`src/rtl/rxd_pkg.sv`:
```
// Shared definitions for the receive descriptor ring writer.
// Assumes a 32-bit descriptor word layout decoded by driver software.
package rxd_pkg;
    localparam int LEN_W      = 11;
    localparam int ERR_W      = 5;
    localparam int OWN_BIT    = 31;
    localparam int RING_END   = 31;
    localparam int FIRST_BIT  = 29;
    localparam int LAST_BIT   = 28;
    localparam int ERR_LSB    = 18;
    localparam int BCAST_BIT  = 17;
    localparam int MCAST_BIT  = 16;

    typedef enum logic [2:0] {
        S_IDLE, S_RD0, S_RD1, S_RD2, S_DATA, S_WRITE, S_CLOSE, S_DROP
    } rxd_state_t;

    // Builds the word-0 status handed back to software (owner cleared).
    function automatic logic [31:0] mk_status(
        input logic [LEN_W-1:0] len,
        input logic [ERR_W-1:0] err,
        input logic             mc,
        input logic             bc,
        input logic             fs,
        input logic             ls
    );
        logic [31:0] w;
        w = '0;
        w[LEN_W-1:0]              = len;
        w[MCAST_BIT]              = mc;
        w[BCAST_BIT]              = bc;
        w[ERR_LSB +: ERR_W]       = err;
        w[LAST_BIT]               = ls;
        w[FIRST_BIT]              = fs;
        w[OWN_BIT]                = 1'b0;
        return w;
    endfunction
endpackage

```
`src/rtl/rxd_ring_ptr.sv`:
```
// Current-descriptor pointer for the receive ring.
// Follows ring_base until the first advance; wraps to ring_base on an
// end-of-ring descriptor. Assumes ring_base is stable while receiving.
module rxd_ring_ptr #(
    parameter int AW     = 32,
    parameter int STRIDE = 16
) (
    input  logic          clk,
    input  logic          rst_n,
    input  logic          restart,
    input  logic          advance,
    input  logic          wrap,
    input  logic [AW-1:0] base,
    output logic [AW-1:0] cur
);
    logic          held;
    logic [AW-1:0] ptr;

    assign cur = held ? ptr : base;

    // Step to the next descriptor or fall back to the ring base.
    always_ff @(posedge clk) begin
        if (!rst_n) begin
            held <= 1'b0;
            ptr  <= '0;
        end else if (restart) begin
            held <= 1'b0;
        end else if (advance) begin
            held <= 1'b1;
            ptr  <= wrap ? base : cur + AW'(STRIDE);
        end
    end
endmodule

```
`src/rtl/rxd_count.sv`:
```
// Byte counters for the frame in progress: bytes in the current segment
// and bytes stored for the whole frame. Assumes clears and increments
// never coincide for the same counter.
module rxd_count #(
    parameter int LEN_W = 11,
    parameter int TOT_W = LEN_W + 1
) (
    input  logic             clk,
    input  logic             rst_n,
    input  logic             frame_clr,
    input  logic             seg_clr,
    input  logic             inc,
    output logic [LEN_W-1:0] seg_cnt,
    output logic [TOT_W-1:0] tot_cnt
);
    // Segment byte count, restarted for each fetched buffer.
    always_ff @(posedge clk) begin
        if (!rst_n)                    seg_cnt <= '0;
        else if (frame_clr || seg_clr) seg_cnt <= '0;
        else if (inc)                  seg_cnt <= seg_cnt + 1'b1;
    end

    // Frame byte count, restarted at each frame start.
    always_ff @(posedge clk) begin
        if (!rst_n)         tot_cnt <= '0;
        else if (frame_clr) tot_cnt <= '0;
        else if (inc)       tot_cnt <= tot_cnt + 1'b1;
    end
endmodule

```
`src/rtl/rx_ring_writer.sv`:
```
// Receive descriptor ring writer.
// Fetches the current descriptor when a frame starts, stores the frame
// byte by byte into the buffer, and writes word 0 back with owner cleared.
// Assumes: descriptors 16-byte aligned, buffers at 2 mod 4 and at least
// MIN_FRAME bytes, memory read data valid in the acknowledge cycle.
module rx_ring_writer
    import rxd_pkg::*;
#(
    parameter int AW        = 32,
    parameter int DESC_B    = 16,
    parameter int MIN_FRAME = 64,
    parameter int MAX_FRAME = 1518
) (
    input  logic          clk,
    input  logic          rst_n,
    input  logic [AW-1:0] ring_base,
    input  logic          rx_en,
    input  logic          rx_dma_en,
    input  logic          keep_short,
    input  logic          keep_long,
    input  logic          in_valid,
    output logic          in_ready,
    input  logic [7:0]    in_data,
    input  logic          in_sof,
    input  logic          in_eof,
    input  logic [4:0]    in_err,
    input  logic          in_mcast,
    input  logic          in_bcast,
    output logic          mem_req,
    output logic          mem_we,
    output logic [AW-1:0] mem_addr,
    output logic [31:0]   mem_wdata,
    output logic [3:0]    mem_be,
    input  logic          mem_ack,
    input  logic [31:0]   mem_rdata,
    output logic          irq_rx_done,
    output logic          irq_no_buf,
    output logic          irq_lost
);
    localparam int TOT_W = LEN_W + 1;

    rxd_state_t        state, nxt;
    logic [AW-1:0]     cur_desc, buf_addr, data_addr;
    logic [LEN_W-1:0]  bufsz, seg_cnt;
    logic [TOT_W-1:0]  tot_cnt;
    logic              end_flag, first_seg, eof_q, mc_q, bc_q, trunc;
    logic [7:0]        byte_q;
    logic [ERR_W-1:0]  err_acc;
    logic              fr_clr, sg_clr, inc, adv;
    logic              f_done, f_nobuf, f_lost;
    logic              enabled, at_max, runt, seg_full, bad_buf, accept;

    assign enabled   = rx_en && rx_dma_en;
    assign at_max    = (int'(tot_cnt) >= MAX_FRAME) && !keep_long;
    assign runt      = (int'(tot_cnt) + 1 < MIN_FRAME) && !keep_short;
    assign seg_full  = (seg_cnt + 1'b1) == bufsz;
    assign bad_buf   = (mem_rdata[1:0] != 2'b10) || (bufsz == '0);
    assign data_addr = buf_addr + AW'(seg_cnt);
    assign accept    = (state == S_DATA) && in_valid;

    rxd_ring_ptr #(.AW(AW), .STRIDE(DESC_B)) u_ptr (
        .clk     (clk),
        .rst_n   (rst_n),
        .restart (state == S_IDLE && !rx_en),
        .advance (adv),
        .wrap    (end_flag),
        .base    (ring_base),
        .cur     (cur_desc)
    );

    rxd_count #(.LEN_W(LEN_W), .TOT_W(TOT_W)) u_cnt (
        .clk       (clk),
        .rst_n     (rst_n),
        .frame_clr (fr_clr),
        .seg_clr   (sg_clr),
        .inc       (inc),
        .seg_cnt   (seg_cnt),
        .tot_cnt   (tot_cnt)
    );

    // Stream acceptance: stray beats drained while idle, frame beats taken in data/drop.
    always_comb begin
        unique case (state)
            S_IDLE:         in_ready = !in_sof;
            S_DATA, S_DROP: in_ready = 1'b1;
            default:        in_ready = 1'b0;
        endcase
    end

    // Memory request generation for descriptor reads, data bytes and status.
    always_comb begin
        mem_req   = 1'b0;
        mem_we    = 1'b0;
        mem_addr  = cur_desc;
        mem_wdata = '0;
        mem_be    = 4'hf;
        unique case (state)
            S_RD0: mem_req = 1'b1;
            S_RD1: begin mem_req = 1'b1; mem_addr = cur_desc + AW'(4); end
            S_RD2: begin mem_req = 1'b1; mem_addr = cur_desc + AW'(8); end
            S_WRITE: begin
                mem_req   = 1'b1;
                mem_we    = 1'b1;
                mem_addr  = data_addr;
                mem_wdata = {4{byte_q}};
                mem_be    = 4'b0001 << data_addr[1:0];
            end
            S_CLOSE: begin
                mem_req   = 1'b1;
                mem_we    = 1'b1;
                mem_wdata = mk_status(seg_cnt, err_acc | {{(ERR_W-1){1'b0}}, trunc},
                                      mc_q, bc_q, first_seg, eof_q);
            end
            default: ;
        endcase
    end

    // Next-state decisions and one-cycle control strobes.
    always_comb begin
        nxt = state; fr_clr = 1'b0; sg_clr = 1'b0; inc = 1'b0; adv = 1'b0;
        f_done = 1'b0; f_nobuf = 1'b0; f_lost = 1'b0;
        unique case (state)
            S_IDLE: if (in_valid && in_sof) begin
                nxt    = enabled ? S_RD0 : S_DROP;
                fr_clr = enabled;
            end
            S_RD0: if (mem_ack) begin
                if (!mem_rdata[OWN_BIT]) begin
                    f_nobuf = 1'b1; f_lost = 1'b1; nxt = S_DROP;
                end else nxt = S_RD1;
            end
            S_RD1: if (mem_ack) nxt = S_RD2;
            S_RD2: if (mem_ack) begin
                if (bad_buf) begin f_lost = 1'b1; nxt = S_DROP; end
                else begin sg_clr = 1'b1; nxt = S_DATA; end
            end
            S_DATA: if (in_valid) begin
                if (trunc || at_max) nxt = in_eof ? S_CLOSE : S_DATA;
                else                 nxt = S_WRITE;
            end
            S_WRITE: if (mem_ack) begin
                inc = 1'b1;
                if (eof_q)         nxt = runt ? S_IDLE : S_CLOSE;
                else if (seg_full) nxt = S_CLOSE;
                else               nxt = S_DATA;
            end
            S_CLOSE: if (mem_ack) begin
                adv = 1'b1;
                if (eof_q) begin f_done = 1'b1; nxt = S_IDLE; end
                else nxt = S_RD0;
            end
            S_DROP: if (in_valid && in_eof) nxt = S_IDLE;
            default: nxt = S_IDLE;
        endcase
    end

    // State register.
    always_ff @(posedge clk) begin
        if (!rst_n) state <= S_IDLE;
        else        state <= nxt;
    end

    // Descriptor fields captured from the word-1 and word-2 reads.
    always_ff @(posedge clk) begin
        if (!rst_n) begin
            bufsz <= '0; end_flag <= 1'b0; buf_addr <= '0;
        end else if (mem_ack && state == S_RD1) begin
            bufsz    <= mem_rdata[LEN_W-1:0];
            end_flag <= mem_rdata[RING_END];
        end else if (mem_ack && state == S_RD2) begin
            buf_addr <= mem_rdata;
        end
    end

    // Per-frame status: segment order, error accumulation, flags, truncation.
    always_ff @(posedge clk) begin
        if (!rst_n) begin
            first_seg <= 1'b0; err_acc <= '0; mc_q <= 1'b0; bc_q <= 1'b0;
            trunc <= 1'b0; eof_q <= 1'b0; byte_q <= '0;
        end else if (fr_clr) begin
            first_seg <= 1'b1; err_acc <= '0; trunc <= 1'b0; eof_q <= 1'b0;
        end else if (accept) begin
            byte_q  <= in_data;
            eof_q   <= in_eof;
            err_acc <= err_acc | in_err;
            if (in_sof) begin mc_q <= in_mcast; bc_q <= in_bcast; end
            if (at_max) trunc <= 1'b1;
        end else if (mem_ack && state == S_CLOSE && !eof_q) begin
            first_seg <= 1'b0;
        end
    end

    // Registered event pulses.
    always_ff @(posedge clk) begin
        if (!rst_n) begin
            irq_rx_done <= 1'b0; irq_no_buf <= 1'b0; irq_lost <= 1'b0;
        end else begin
            irq_rx_done <= f_done; irq_no_buf <= f_nobuf; irq_lost <= f_lost;
        end
    end
endmodule

```
`config.mk`:
```
export PLATFORM = sky130hd
export DESIGN_NAME = rx_ring_writer
export DESIGN_NICKNAME = d
export VERILOG_FILES = /design/src/rtl/rxd_pkg.sv /design/src/rtl/rxd_ring_ptr.sv /design/src/rtl/rxd_count.sv /design/src/rtl/rx_ring_writer.sv
export SDC_FILE = /design/constraint.sdc
export NUM_CORES = 1
export LEC_CHECK = 0
export ABC_AREA = 1
export BUFFER_PORTS_ARGS = -buffer_cell sky130_fd_sc_hd__buf_2
export CORE_MARGIN = 3
export CORE_UTILIZATION = 40
export DETAILED_ROUTE_END_ITERATION = 8
export PLACE_DENSITY = 0.7
export SLEW_MARGIN = 40
export SYNTH_ARGS = -nofsm -noshare
export SYNTH_HDL_FRONTEND = slang
export SYNTH_SLANG_ARGS = --single-unit
```
`constraint.sdc`:
```
create_clock -name clk -period 3.5 [get_ports clk]
set_clock_uncertainty 0.15 [all_clocks]
set_input_delay 0.175 -clock clk [delete_from_list [all_inputs] [get_ports clk]]
set_output_delay 0.175 -clock clk [all_outputs]
set_load 0.05 [all_outputs]
```
==> report_table.html <==
<table>
<tr><th>Metric</th><th>Value</th></tr>
<tr><th colspan="2">Flow run</th></tr>
<tr><td>Maxcap violations</td><td>0</td></tr>
<tr><th colspan="2">Drt</th></tr>
<tr><td>Ratio of routed vias to standard cells</td><td>5.496</td></tr>
<tr><td>DRC</td><td>0</td></tr>
<tr><td>Detail-routed net length per standard cell</td><td>17.08 um</td></tr>
<tr><td>Final antenna-violating net count</td><td>0</td></tr>
<tr><td>Number of iterations in the first detailed-routing pass</td><td>6</td></tr>
<tr><td>Overall routed net length</td><td>37480 um</td></tr>
<tr><td>1st-iter DRT viols</td><td>1334</td></tr>
<tr><td>Number of vias in the routed layout</td><td>12058</td></tr>
<tr><th colspan="2">Place</th></tr>
<tr><td>Number of buffers added on ports</td><td>162</td></tr>
<tr><td>Setup Slack @ Placement</td><td>0.4125 ns</td></tr>
<tr><td>Placement Cell Area</td><td>10780 um^2</td></tr>
<tr><td>RePlAce Congestion</td><td>1.081</td></tr>
<tr><td>HPWL after detailed placement</td><td>27930 um</td></tr>
<tr><th colspan="2">Clock tree</th></tr>
<tr><td>Maximum level of the CTS H-tree</td><td>4</td></tr>
<tr><td>CTS clk-pin slew, worst paths</td><td>0.07 ns</td></tr>
<tr><td>Max Root-Sink Buffers</td><td>2</td></tr>
<tr><td>Clock insertion delay at the later pin of the skew report</td><td>0.44 ns</td></tr>
<tr><td>Clock tree from TritonCTS</td><td>yes</td></tr>
<tr><td>Number of CTS-inserted buffers</td><td>17</td></tr>
<tr><td>Clock root buffer</td><td>clkbuf_16</td></tr>
<tr><td>Number of sinks on the clock net</td><td>124</td></tr>
<tr><th colspan="2">STA</th></tr>
<tr><td>Hold Slack</td><td>0.007116 ns</td></tr>
<tr><td>Post-route worst setup slack</td><td>0.1550 ns</td></tr>
<tr><td>Least-Margin Pin Slew</td><td>0.8314 ns</td></tr>
<tr><td>Fraction of the cycle the final worst path needs</td><td>0.9557</td></tr>
<tr><td>Max-slew headroom</td><td>0.4399</td></tr>
<tr><td>Highest achievable clock rate</td><td>0.2990 GHz</td></tr>
<tr><td>Final worst path period need</td><td>3.345 ns</td></tr>
<tr><td>Final count of pins violating max slew</td><td>0</td></tr>
<tr><td>Count of endpoints failing setup in the final report</td><td>0</td></tr>
<tr><td>Number of hold-slack violations in the final timing report</td><td>0</td></tr>
<tr><td>Setup total negative slack</td><td>0 ns</td></tr>
<tr><th colspan="2">Logic synthesis</th></tr>
<tr><td>Proportion of register bits with asynchronous set or reset after synthesis</td><td>0</td></tr>
<tr><td>Yosys warning count</td><td>0</td></tr>
<tr><td>Area share of the largest cell type after synthesis</td><td>0.2581</td></tr>
<tr><td>Post-synthesis sequential element count</td><td>124</td></tr>
<tr><td>Cells after Synth</td><td>1635</td></tr>
<tr><td>Most used DFF post-synth</td><td>dfxtp_1</td></tr>
<tr><td>Main combinational cell family by area after synthesis</td><td>simple AND/OR/NAND/NOR gates</td></tr>
<tr><td>XOR/XNOR share of the synthesized area</td><td>0.01184</td></tr>
<tr><td>Average size of a mapped cell</td><td>5.882 um^2</td></tr>
<tr><td>Fraction of synthesized area in multiplexers</td><td>0</td></tr>
<tr><td>Simple-gate portion of the synthesized area</td><td>0.3600</td></tr>
<tr><td>Post-synthesis adder-cell area fraction</td><td>0.02420</td></tr>
<tr><td>Netlist area before placement</td><td>9617 um^2</td></tr>
<tr><td>Largest cells by area after synthesis</td><td>dfxtp_1 26%, nand2_1 14%, nand3_1 8.5%, o21ai_0 8.1%, a21oi_1 7.8%</td></tr>
<tr><td>Number of distinct library cells after synthesis</td><td>45</td></tr>
<tr><td>Net count after synthesis</td><td>1742</td></tr>
<tr><td>Sequential cell area fraction in the yosys report</td><td>0.2581</td></tr>
<tr><td>Synth Area in Compound Gates</td><td>0.2312</td></tr>
<tr><td>Cell accounting for the most synthesized area</td><td>dfxtp_1</td></tr>
<tr><td>EDFF count, synth</td><td>0</td></tr>
<tr><th colspan="2">Die</th></tr>
<tr><td>Area of the die</td><td>25940 um^2</td></tr>
<tr><td>Top-Level Pins</td><td>163</td></tr>
<tr><td>Standard-cell row count</td><td>56</td></tr>
<tr><td>Effective utilization at floorplan</td><td>0.4085</td></tr>
<tr><td>Die X</td><td>161.1 um</td></tr>
<tr><td>Placeable core area</td><td>23540 um^2</td></tr>
<tr><td>Die Span Y</td><td>161.1 um</td></tr>
<tr><th colspan="2">GRT</th></tr>
<tr><td>Global router's overall resource usage</td><td>0.2805</td></tr>
<tr><td>GR peak layer</td><td>met2</td></tr>
<tr><td>Vias in the first global route</td><td>10982</td></tr>
<tr><td>Total grt overflow</td><td>0</td></tr>
<tr><td>Met1 track demand over resource</td><td>0.3631</td></tr>
<tr><td>Met2 demand-to-capacity share in global routing</td><td>0.4553</td></tr>
<tr><td>Global Route met3 Usage</td><td>0.05309</td></tr>
<tr><td>Maximum number of pins on one net before global-route repair</td><td>72</td></tr>
<tr><td>Antenna violations before repair</td><td>0</td></tr>
<tr><td>Wire length of the first global-routing pass</td><td>58280 um</td></tr>
<tr><th colspan="2">Cells and area</th></tr>
<tr><td>Layout cell share with drive strength beyond 1</td><td>0.1589</td></tr>
<tr><td>Area grow syn2layout</td><td>27.27%</td></tr>
<tr><td>Final net count</td><td>1969</td></tr>
<tr><td>Fillers</td><td>2423</td></tr>
<tr><td>Number of antenna diodes</td><td>0</td></tr>
<tr><td>Total non-filler cell area in the finished layout</td><td>12240 um^2</td></tr>
<tr><th colspan="2">Critical path</th></tr>
<tr><td>Setup crit end kind</td><td>output pin</td></tr>
<tr><td>CP peak stage delay</td><td>0.45 ns</td></tr>
<tr><td>Type of the worst setup path</td><td>reg -&gt; out</td></tr>
<tr><td>Critical Path Slowest Stage Cell</td><td>dfxtp_2</td></tr>
<tr><td>Crit path required time</td><td>3.17 ns</td></tr>
<tr><td>Cell occurring most often along the worst timing path</td><td>nand2_1</td></tr>
<tr><td>Critical Path, Cell by Cell</td><td>inv_2 -&gt; buf_4 -&gt; o21ai_2 -&gt; nand2_2 -&gt; nor2_1 -&gt; nand3_2 -&gt; nor2_2 -&gt; nand2_1 -&gt; nand2_1 -&gt; nand3_1 -&gt; nand4_1 -&gt; buf_2</td></tr>
<tr><td>Startpoint type of the worst setup path</td><td>flop</td></tr>
<tr><td>Maximum net fanout on the critical path</td><td>13</td></tr>
<tr><td>Critical Path AT</td><td>3.02 ns</td></tr>
<tr><th colspan="2">Pwr</th></tr>
<tr><td>Leakage Power</td><td>5.279 nW</td></tr>
<tr><td>Power density over the cells</td><td>499.8 nW/um^2</td></tr>
<tr><td>Max IR drop VDD</td><td>0.0004284 V</td></tr>
<tr><th colspan="2">Worst hold path</th></tr>
<tr><td>Class of the tightest hold or removal check</td><td>in -&gt; reg</td></tr>
<tr><th colspan="2">Outcome</th></tr>
<tr><td>Result of the run</td><td>complete, no violations</td></tr>
</table>
## flip-flops by register name (all words and copies together) (netlist names)
name	flops
u_ptr.ptr	32
byte_q	8
trunc	1
u_cnt.seg_cnt	11
irq_rx_done	1
eof_q	1
first_seg	1
bc_q	1
state	3
end_flag	1
err_acc	5
u_ptr.held	1
u_cnt.tot_cnt	12
bufsz	11
irq_no_buf	1
buf_addr	32
irq_lost	1
mc_q	1
## layer usage
metal | vias up | part of all wire
li1 | 5903 | -
met1 | 5466 | 0.42
met2 | 596 | 0.45
met3 | 93 | 0.087
met4 | 0 | 0.042
met5 | - | 0
## cell usage in the layout (no fill, tap or decap), types with 7 or more instances in the layout
| cell type | instances |
|---|---|
| nand3_1 | 162 |
| nor3_1 | 22 |
| a21oi_1 | 148 |
| inv_2 | 15 |
| ha_1 | 16 |
| nand2_1 | 369 |
| dfxtp_1 | 123 |
| xor2_1 | 12 |
| o211ai_1 | 18 |
| or2_2 | 9 |
| o21ai_2 | 9 |
| nand4_1 | 37 |
| nor2_2 | 15 |
| clkbuf_16 | 17 |
| dlygate4sd3_1 | 83 |
| buf_4 | 30 |
| inv_1 | 194 |
| a211oi_1 | 7 |
| o21ai_0 | 154 |
| nor2_1 | 160 |
| buf_2 | 156 |
| o21ai_1 | 30 |
## worst paths after layout
| path | from | to | slack (ns) | cells past startpoint |
|---|---|---|---|---|
| worst min register to register | byte_q[5]$_SDFFE_PN0P_ | byte_q[5]$_SDFFE_PN0P_ | 0.31 | 2 |
| worst max register to register | u_ptr.held$_SDFFE_PP0P_ | u_ptr.ptr[29]$_SDFFE_PN0P_ | 0.73 | 10 |
| worst min-delay path | ring_base[18] | u_ptr.ptr[18]$_SDFFE_PN0P_ | 0.007 | 5 |
| worst max-delay path | u_ptr.held$_SDFFE_PP0P_ | mem_addr[29] | 0.16 | 12 |
## cells in the mapped netlist, types with 2 or more instances
cell type,count
buf_2,2
o2111ai_1,3
buf_1,2
or2_2,9
nor2_1,166
nand2_2,6
nor2_2,9
o21ai_0,155
clkbuf_1,53
nor4_1,6
a211oi_1,7
inv_2,14
inv_1,196
ha_1,17
a221oi_1,5
nor3_1,22
buf_4,7
o21ai_1,31
nand2_1,369
nor3_2,4
nand4_1,37
o21bai_1,4
a21oi_1,149
o22ai_1,6
dfxtp_1,124
nand3_1,163
xor2_1,12
clkinv_1,3
o21ai_2,8
a31oi_1,6
buf_6,3
nor2_4,4
o211ai_1,18
o21ai_4,4
## report_power, final
group | leakage, nW | switching (mW) | internal (mW)
registers | 1.00 | 0.117 | 1.55
clock network | 0.267 | 0.781 | 0.943
logic | 4.01 | 1.98 | 0.746
## kinds of logic (layout without fill, tap and decap cells)
| logic type | Yosys count | after routing |
|---|---|---|
| buf+inv | 280 | 520 |
| flops | 124 | 124 |
| fa+ha+maj | 18 | 18 |
| compound gates | 402 | 402 |
| xor+xnor | 13 | 13 |
| simple gates | 798 | 798 |
## worst max-delay path, delay by kind of cell (launching register included)
family | cells | cell delay, ns
buffers and inverters | 3 | 0.59
AOI/OAI and AO/OA | 1 | 0.24
DFF | 1 | 0.45
and+or+nand+nor | 8 | 1.30
## repair_timing
item                                    CTS  global route
resized for setup                         3            23
buffers inserted                          0             0
gates cloned                              0             0
hold buffers                             83             0
hold endpoints to repair                 89             0
pin swaps                                 0             3
endpoints found under the setup margin    4            23
## area by class of cell
type	instances	area (um^2)	area share
Clock buffer	19	442.9	0.03619
Clock inverter	13	110.1	0.008996
Inverter	213	800.8	0.06543
Multi-Input combinational cell	1231	6088	0.4974
Sequential cell	124	2484	0.2029
Tap cell	319	399.1	0.03261
Timing Repair Buffer	275	1914	0.1564
## metrics by stage
stage / utilization / std cells / total power [mW]
5_1_grt: 0.5199 / 2194 / 6.384
2_1_floorplan: - / 1635 / 3.478
3_5_place_dp: 0.4580 / 2079 / 4.263
6_report: 0.5199 / 2194 / 6.117
4_1_cts: 0.5172 / 2194 / 6.056
3_3_place_gp: 0.4580 / 2079 / 4.254
Note: power is estimated with default switching activity, not from simulation.
